### config.mk
export PLATFORM = sky130hd
export DESIGN_NAME = edge_irq_flags
export DESIGN_NICKNAME = d
export VERILOG_FILES = /design/src/rtl/edge_irq_pkg.sv /design/src/rtl/edge_irq_sync.sv /design/src/rtl/edge_irq_ctrl.sv /design/src/rtl/edge_irq_datapath.sv /design/src/rtl/edge_irq_flags.sv
export SDC_FILE = /design/constraint.sdc
export NUM_CORES = 1
export LEC_CHECK = 0
export BUFFER_PORTS_ARGS = -buffer_cell sky130_fd_sc_hd__buf_4
export CAP_MARGIN = 30
export CORE_ASPECT_RATIO = 0.5
export CORE_UTILIZATION = 56
export CTS_CLUSTER_DIAMETER = 30
export DETAILED_ROUTE_END_ITERATION = 10
export PLACE_DENSITY = 0.91
export SETUP_SLACK_MARGIN = 0.3
export SYNTH_ARGS = -nofsm -noshare
export SYNTH_HDL_FRONTEND = slang
export SYNTH_HIERARCHICAL = 1
export SYNTH_SLANG_ARGS = --single-unit
### constraint.sdc
create_clock -name clk -period 2.6 [get_ports clk]
set_input_delay 0.52 -clock clk [delete_from_list [all_inputs] [get_ports clk]]
set_output_delay 0.52 -clock clk [all_outputs]
set_load 0.05 [all_outputs]
### src/rtl/edge_irq_pkg.sv
package edge_irq_pkg;

  localparam int unsigned NUM_REGS   = 5;
  localparam int unsigned ADDR_FLAGS = 0;
  localparam int unsigned ADDR_RISE  = 1;
  localparam int unsigned ADDR_FALL  = 2;
  localparam int unsigned ADDR_IRQEN = 3;
  localparam int unsigned ADDR_DMA   = 4;

  typedef struct packed {
    logic                clrFlags;
    logic                wrRise;
    logic                wrFall;
    logic                wrIrqEn;
    logic                wrDmaSel;
    logic [NUM_REGS-1:0] rdHit;
  } ctrlStrobe_t;

endpackage

### src/rtl/edge_irq_sync.sv
module edge_irq_sync #(
  parameter int unsigned WIDTH  = 18,
  parameter int unsigned STAGES = 2
) (
  input  logic             clk,
  input  logic             rstN,
  input  logic [WIDTH-1:0] din,
  output logic [WIDTH-1:0] dout
);

  logic [STAGES-1:0][WIDTH-1:0] stageQ;

  always_ff @(posedge clk or negedge rstN) begin
    if (!rstN) begin
      stageQ <= '0;
    end else begin
      stageQ[0] <= din;
      for (int s = 1; s < STAGES; s++) begin
        stageQ[s] <= stageQ[s-1];
      end
    end
  end

  assign dout = stageQ[STAGES-1];

endmodule

### src/rtl/edge_irq_ctrl.sv
module edge_irq_ctrl
  import edge_irq_pkg::*;
#(
  parameter int unsigned ADDR_W = 3
) (
  input  logic [ADDR_W-1:0] busAddr,
  input  logic              busWrEn,
  output ctrlStrobe_t       strobe
);

  logic [NUM_REGS-1:0] hit;

  always_comb begin
    for (int r = 0; r < NUM_REGS; r++) begin
      hit[r] = (busAddr == ADDR_W'(r));
    end
  end

  always_comb begin
    strobe          = '0;
    strobe.rdHit    = hit;
    strobe.clrFlags = busWrEn & hit[ADDR_FLAGS];
    strobe.wrRise   = busWrEn & hit[ADDR_RISE];
    strobe.wrFall   = busWrEn & hit[ADDR_FALL];
    strobe.wrIrqEn  = busWrEn & hit[ADDR_IRQEN];
    strobe.wrDmaSel = busWrEn & hit[ADDR_DMA];
  end

endmodule

### src/rtl/edge_irq_datapath.sv
module edge_irq_datapath
  import edge_irq_pkg::*;
#(
  parameter int unsigned NUM_LINES   = 18,
  parameter int unsigned SYNC_STAGES = 2
) (
  input  logic                 clk,
  input  logic                 rstN,
  input  logic [NUM_LINES-1:0] rawIn,
  input  logic [NUM_LINES-1:0] busWrData,
  input  ctrlStrobe_t          strobe,
  input  logic [NUM_LINES-1:0] dmaAck,
  output logic [NUM_LINES-1:0] busRdData,
  output logic [NUM_LINES-1:0] irqOut,
  output logic [NUM_LINES-1:0] dmaReq,
  output logic [NUM_LINES-1:0] flagsQ,
  output logic [NUM_LINES-1:0] riseEnQ,
  output logic [NUM_LINES-1:0] fallEnQ,
  output logic [NUM_LINES-1:0] syncNow,
  output logic [NUM_LINES-1:0] syncPrev
);

  logic [NUM_LINES-1:0] irqEnQ;
  logic [NUM_LINES-1:0] dmaSelQ;
  logic [NUM_LINES-1:0] qualEdge;
  logic [NUM_LINES-1:0] clrReq;

  edge_irq_sync #(
    .WIDTH (NUM_LINES),
    .STAGES(SYNC_STAGES)
  ) sync_i (
    .clk (clk),
    .rstN(rstN),
    .din (rawIn),
    .dout(syncNow)
  );

  always_ff @(posedge clk or negedge rstN) begin
    if (!rstN) begin
      syncPrev <= '0;
      riseEnQ  <= '0;
      fallEnQ  <= '0;
      irqEnQ   <= '0;
      dmaSelQ  <= '0;
    end else begin
      syncPrev <= syncNow;
      if (strobe.wrRise)   riseEnQ <= busWrData;
      if (strobe.wrFall)   fallEnQ <= busWrData;
      if (strobe.wrIrqEn)  irqEnQ  <= busWrData;
      if (strobe.wrDmaSel) dmaSelQ <= busWrData;
    end
  end

  for (genvar i = 0; i < NUM_LINES; i++) begin : g_line
    logic flagBit;

    assign qualEdge[i] = (syncNow[i] & ~syncPrev[i] & riseEnQ[i])
                       | (~syncNow[i] & syncPrev[i] & fallEnQ[i]);
    assign clrReq[i]   = (strobe.clrFlags & busWrData[i]) | dmaAck[i];

    // A new qualifying edge takes priority over any clear in the same cycle.
    always_ff @(posedge clk or negedge rstN) begin
      if (!rstN) flagBit <= 1'b0;
      else       flagBit <= qualEdge[i] | (flagBit & ~clrReq[i]);
    end

    assign flagsQ[i] = flagBit;
    assign irqOut[i] = flagBit & irqEnQ[i];
    assign dmaReq[i] = flagBit & dmaSelQ[i];
  end

  always_comb begin
    busRdData = '0;
    if (strobe.rdHit[ADDR_FLAGS]) busRdData = flagsQ;
    if (strobe.rdHit[ADDR_RISE])  busRdData = riseEnQ;
    if (strobe.rdHit[ADDR_FALL])  busRdData = fallEnQ;
    if (strobe.rdHit[ADDR_IRQEN]) busRdData = irqEnQ;
    if (strobe.rdHit[ADDR_DMA])   busRdData = dmaSelQ;
  end

endmodule

### src/rtl/edge_irq_flags.sv
module edge_irq_flags
  import edge_irq_pkg::*;
#(
  parameter int unsigned NUM_IRQ     = 16,
  parameter int unsigned NUM_NMI     = 2,
  parameter int unsigned ADDR_W      = 3,
  parameter int unsigned SYNC_STAGES = 2,
  localparam int unsigned NUM_LINES  = NUM_IRQ + NUM_NMI
) (
  input  logic                 clk,
  input  logic                 rstN,
  input  logic [NUM_IRQ-1:0]   irqIn,
  input  logic [NUM_NMI-1:0]   nmiIn,
  input  logic [ADDR_W-1:0]    busAddr,
  input  logic                 busWrEn,
  input  logic [NUM_LINES-1:0] busWrData,
  output logic [NUM_LINES-1:0] busRdData,
  input  logic [NUM_LINES-1:0] dmaAck,
  output logic [NUM_LINES-1:0] irqOut,
  output logic [NUM_LINES-1:0] dmaReq
);

  ctrlStrobe_t          strobe;
  logic [NUM_LINES-1:0] rawAll;
  logic [NUM_LINES-1:0] flagsQ;
  logic [NUM_LINES-1:0] riseEnQ;
  logic [NUM_LINES-1:0] fallEnQ;
  logic [NUM_LINES-1:0] syncNow;
  logic [NUM_LINES-1:0] syncPrev;

  assign rawAll = {nmiIn, irqIn};

  edge_irq_ctrl #(
    .ADDR_W(ADDR_W)
  ) ctrl_i (
    .busAddr(busAddr),
    .busWrEn(busWrEn),
    .strobe (strobe)
  );

  edge_irq_datapath #(
    .NUM_LINES  (NUM_LINES),
    .SYNC_STAGES(SYNC_STAGES)
  ) dp_i (
    .clk      (clk),
    .rstN     (rstN),
    .rawIn    (rawAll),
    .busWrData(busWrData),
    .strobe   (strobe),
    .dmaAck   (dmaAck),
    .busRdData(busRdData),
    .irqOut   (irqOut),
    .dmaReq   (dmaReq),
    .flagsQ   (flagsQ),
    .riseEnQ  (riseEnQ),
    .fallEnQ  (fallEnQ),
    .syncNow  (syncNow),
    .syncPrev (syncPrev)
  );

endmodule

==> Word-level counts from Yosys, hierarchy flattened <==
Cells that the tools add are included.
{ "word_totals": {"in_bits": 60, "regBits": 144} }
{ "op_classes": {"n_eq_ne": 4, "n_mux": 5, "bitwise_logic": 257, "n_reduce_logical": 1} }
{ "ops": {"columns": ["cell", "n"], "rows": [
  ["$and A1 B1 Y1", 149],
  ["$mux W18", 5],
  ["$not A1 Y1", 54],
  ["$or A1 B1 Y1", 54],
  ["$eq A3 B2 Y1 const B", 2],
  ["$eq A3 B1 Y1 const B", 1],
  ["$eq A3 B3 Y1 const B", 1],
  ["$logic_not A3 Y1", 1]
]} }

==> Depth between registers and ports, before layout <==
{ "depth": {"word_depth": 7, "depth_mapped": 7, "depth_no_buf": 4} }

==> By module <==
Netlist, hierarchy kept.
{ "modules_own_cells": {"columns": ["module", "cells_per_inst", "area_per_inst_um2", "n_inst"], "rows": [
  ["edge_irq_datapath", 440, 5213.8, 1],
  ["edge_irq_sync", 54, 1036.0, 1],
  ["edge_irq_ctrl", 13, 168.9, 1]
]} }

==> Worst setup path after synthesis <==
Ideal clock, no wire load.
{ "synth_timing": {"path_type": "in2out", "from": "input port busAddr[1]", "to": "output port busRdData[6]", "stages": 7, "arrival_time_ns": 2.395, "path_buffers": 3, "slack_ns": -0.315, "cell_sequence": "buf_6 > nor3b_1 > nand2b_1 > buf_2 > buf_8 > o22ai_1 > a41oi_1"} }
{ "synth_lines": {"columns": ["element", "line_no", "text"], "rows": [
  ["start: declaration", "edge_irq_flags.sv:14", "input logic [ADDR_W-1:0] busAddr,"],
  ["end: declaration", "edge_irq_flags.sv:17", "output logic [NUM_LINES-1:0] busRdData,"]
]} }

==> flow_summary.json <==
{
  "ioPinCount": 114,
  "worstPathRequired_ns": 2.08,
  "fmaxAchievable_mhz": 416,
  "core_um2": 10500,
  "cp-end-kind": "output pin",
  "tightest_slew_ns": 0.606,
  "tns_ns": 0,
  "die_x_um": 152,
  "die_area_um2": 11700,
  "antenna_found_initial": 0,
  "overflow": 0,
  "crit_fanout": 7,
  "drt-initial-drc-count": 329,
  "ant_nets": 0,
  "slew_viol_final": 0,
  "die_h_um": 76.9,
  "drive_above_1_share": 0.351,
  "crit_path_start_kind": "input port",
  "cts_made_buffers": 17,
  "vias": 4598,
  "grt_pass1_vias": 4894,
  "first_pass_iters": 5,
  "cts_root_buf": "clkbuf_16",
  "num-nets-final": 674,
  "vdd_ir_drop_max_mv": 0.493,
  "syn_nets": 549,
  "clk_path_buf_depth": 2,
  "clk_latency_ns": 0.42,
  "setup_viol": 0,
  "syn_inst": 489,
  "status": "completed",
  "clock-sinks": 144,
  "initial_core_util": 0.596,
  "path_clk_slew_ns": 0.06,
  "grt_pass1_wl_um": 26700,
  "grt_max_degree": 68,
  "diodes": 0,
  "max_slew_margin": 0.596,
  "cts.htree.levels": 4,
  "post-place-ws_ns": 0.135,
  "hold_viol_final": 0,
  "setup_slack_ns": 0.194,
  "hold_class": "in -> async",
  "grt_usage": 0.303,
  "drc": 0,
  "fin_crit_ns": 2.41,
  "place.gp.congestion": 0.816,
  "p_per_area_nw_per_um2": 841,
  "place_hpwl_um": 9910,
  "num_rows": 26,
  "synth.cell_area_um2": 6280,
  "fin_crit_sh": 0.925,
  "worstSetupPathType": "in -> out",
  "detail_route.vias_per_cell": 5.99,
  "postCtsHoldBufs": 0,
  "leakagePower_nw": 3.60,
  "maxCapViolCount": 0,
  "cts_tree": "done",
  "cp.arrival_ns": 1.89,
  "finalWirelength_um": 16700,
  "ys_warn_count": 6,
  "rsz0062_at_grt": "yes",
  "io_buffers": 113,
  "wl_per_cell_um": 21.8,
  "area_delta_synth_final_pct": 33.8,
  "synth.avg_cell_area_um2": 12.8,
  "fin_skew_ns": 0.00462
}
## timing repair
action	in CTS	in global routing
pin swaps	2	2
setup buffers	5	4
gates resized for setup	44	7
endpoints found under the setup margin	18	18
cloned	1	2
## registers in the layout, indices dropped and copies added (netlist names)
name,flops
dp_i/g_line.flagBit,18
dp_i/sync_i/dout,18
dp_i/sync_i/stageQ,18
dp_i/dmaSelQ,18
dp_i/fallEnQ,18
dp_i/riseEnQ,18
dp_i/syncPrev,18
dp_i/irqEnQ,18
## placed cells by master (no fill, tap or decap), types with 7 or more instances in the layout
cell,count
and2_1,36
o22ai_1,10
nand2_1,70
a41oi_2,7
buf_12,7
buf_4,112
o211ai_1,17
o22ai_2,7
a41oi_4,11
nand3b_1,53
clkbuf_16,18
mux2_1,72
buf_6,25
dfrtp_1,144
## worst paths after layout
check                      cells after the start                               end  slack [ns]                             from
setup / recovery                               8                     busRdData[14]        0.19                       busAddr[1]
hold / removal                                 1       dp_i/fallEnQ[3]$_DFFE_PN0P_        0.03                             rstN
setup reg to reg                               1      dp_i/riseEnQ[16]$_DFFE_PN0P_        1.69     dp_i/riseEnQ[16]$_DFFE_PN0P_
hold reg to reg                                0     dp_i/sync_i/dout[8]$_DFF_PN0_        0.35  dp_i/sync_i/stageQ[8]$_DFF_PN0_
max in group asynchronous                      2      dp_i/dmaSelQ[11]$_DFFE_PN0P_        1.82                             rstN
min in group clk                               1  dp_i/sync_i/stageQ[14]$_DFF_PN0_        0.21                        irqIn[14]
## report_power, final
group / leakage, nW / switching, mW / internal (mW)
clock: 0.303 / 0.985 / 1.66
combinational: 1.57 / 0.897 / 0.620
sequential: 1.72 / 0.313 / 2.59
total: 3.60 / 2.19 / 4.88
## critical path: stages
cell      delay (ns)
buf_12          0.11
buf_4           0.13
nor3b_4         0.23
buf_4           0.18
buf_16          0.14
nand3b_1        0.12
a41oi_4         0.24
buf_6           0.19
## routing by layer
layer,vias up,track usage,routed length (µm)
met5,-,0,0
met4,0,0.122,352
met3,31,0.0611,997
met2,200,0.495,8170
met1,2385,0.400,7210
li1,1982,-,-
## per-stage QoR
step	cells	cell area (µm²)	total power [mW]	hold slack, ns	utilization
after floorplan	489	6470	3.81	0.224	-
after global placement	723	7410	4.26	0.333	0.703
after detailed placement	723	7410	4.32	0.336	0.703
after CTS	761	8310	7.04	0.0403	0.788
after global routing	767	8410	7.32	0.0622	0.797
final	767	8410	7.07	0.0333	0.797
## cell type report
type	instances	area, µm²
multi-input combinational	302	2650
clock inverter	12	183
clock buffer	20	457
timing repair buffer	148	1330
sequential	144	3600
inverter	1	6.26
tap	140	175
fill	574	2130
Note: power is estimated with default switching activity, not from simulation.
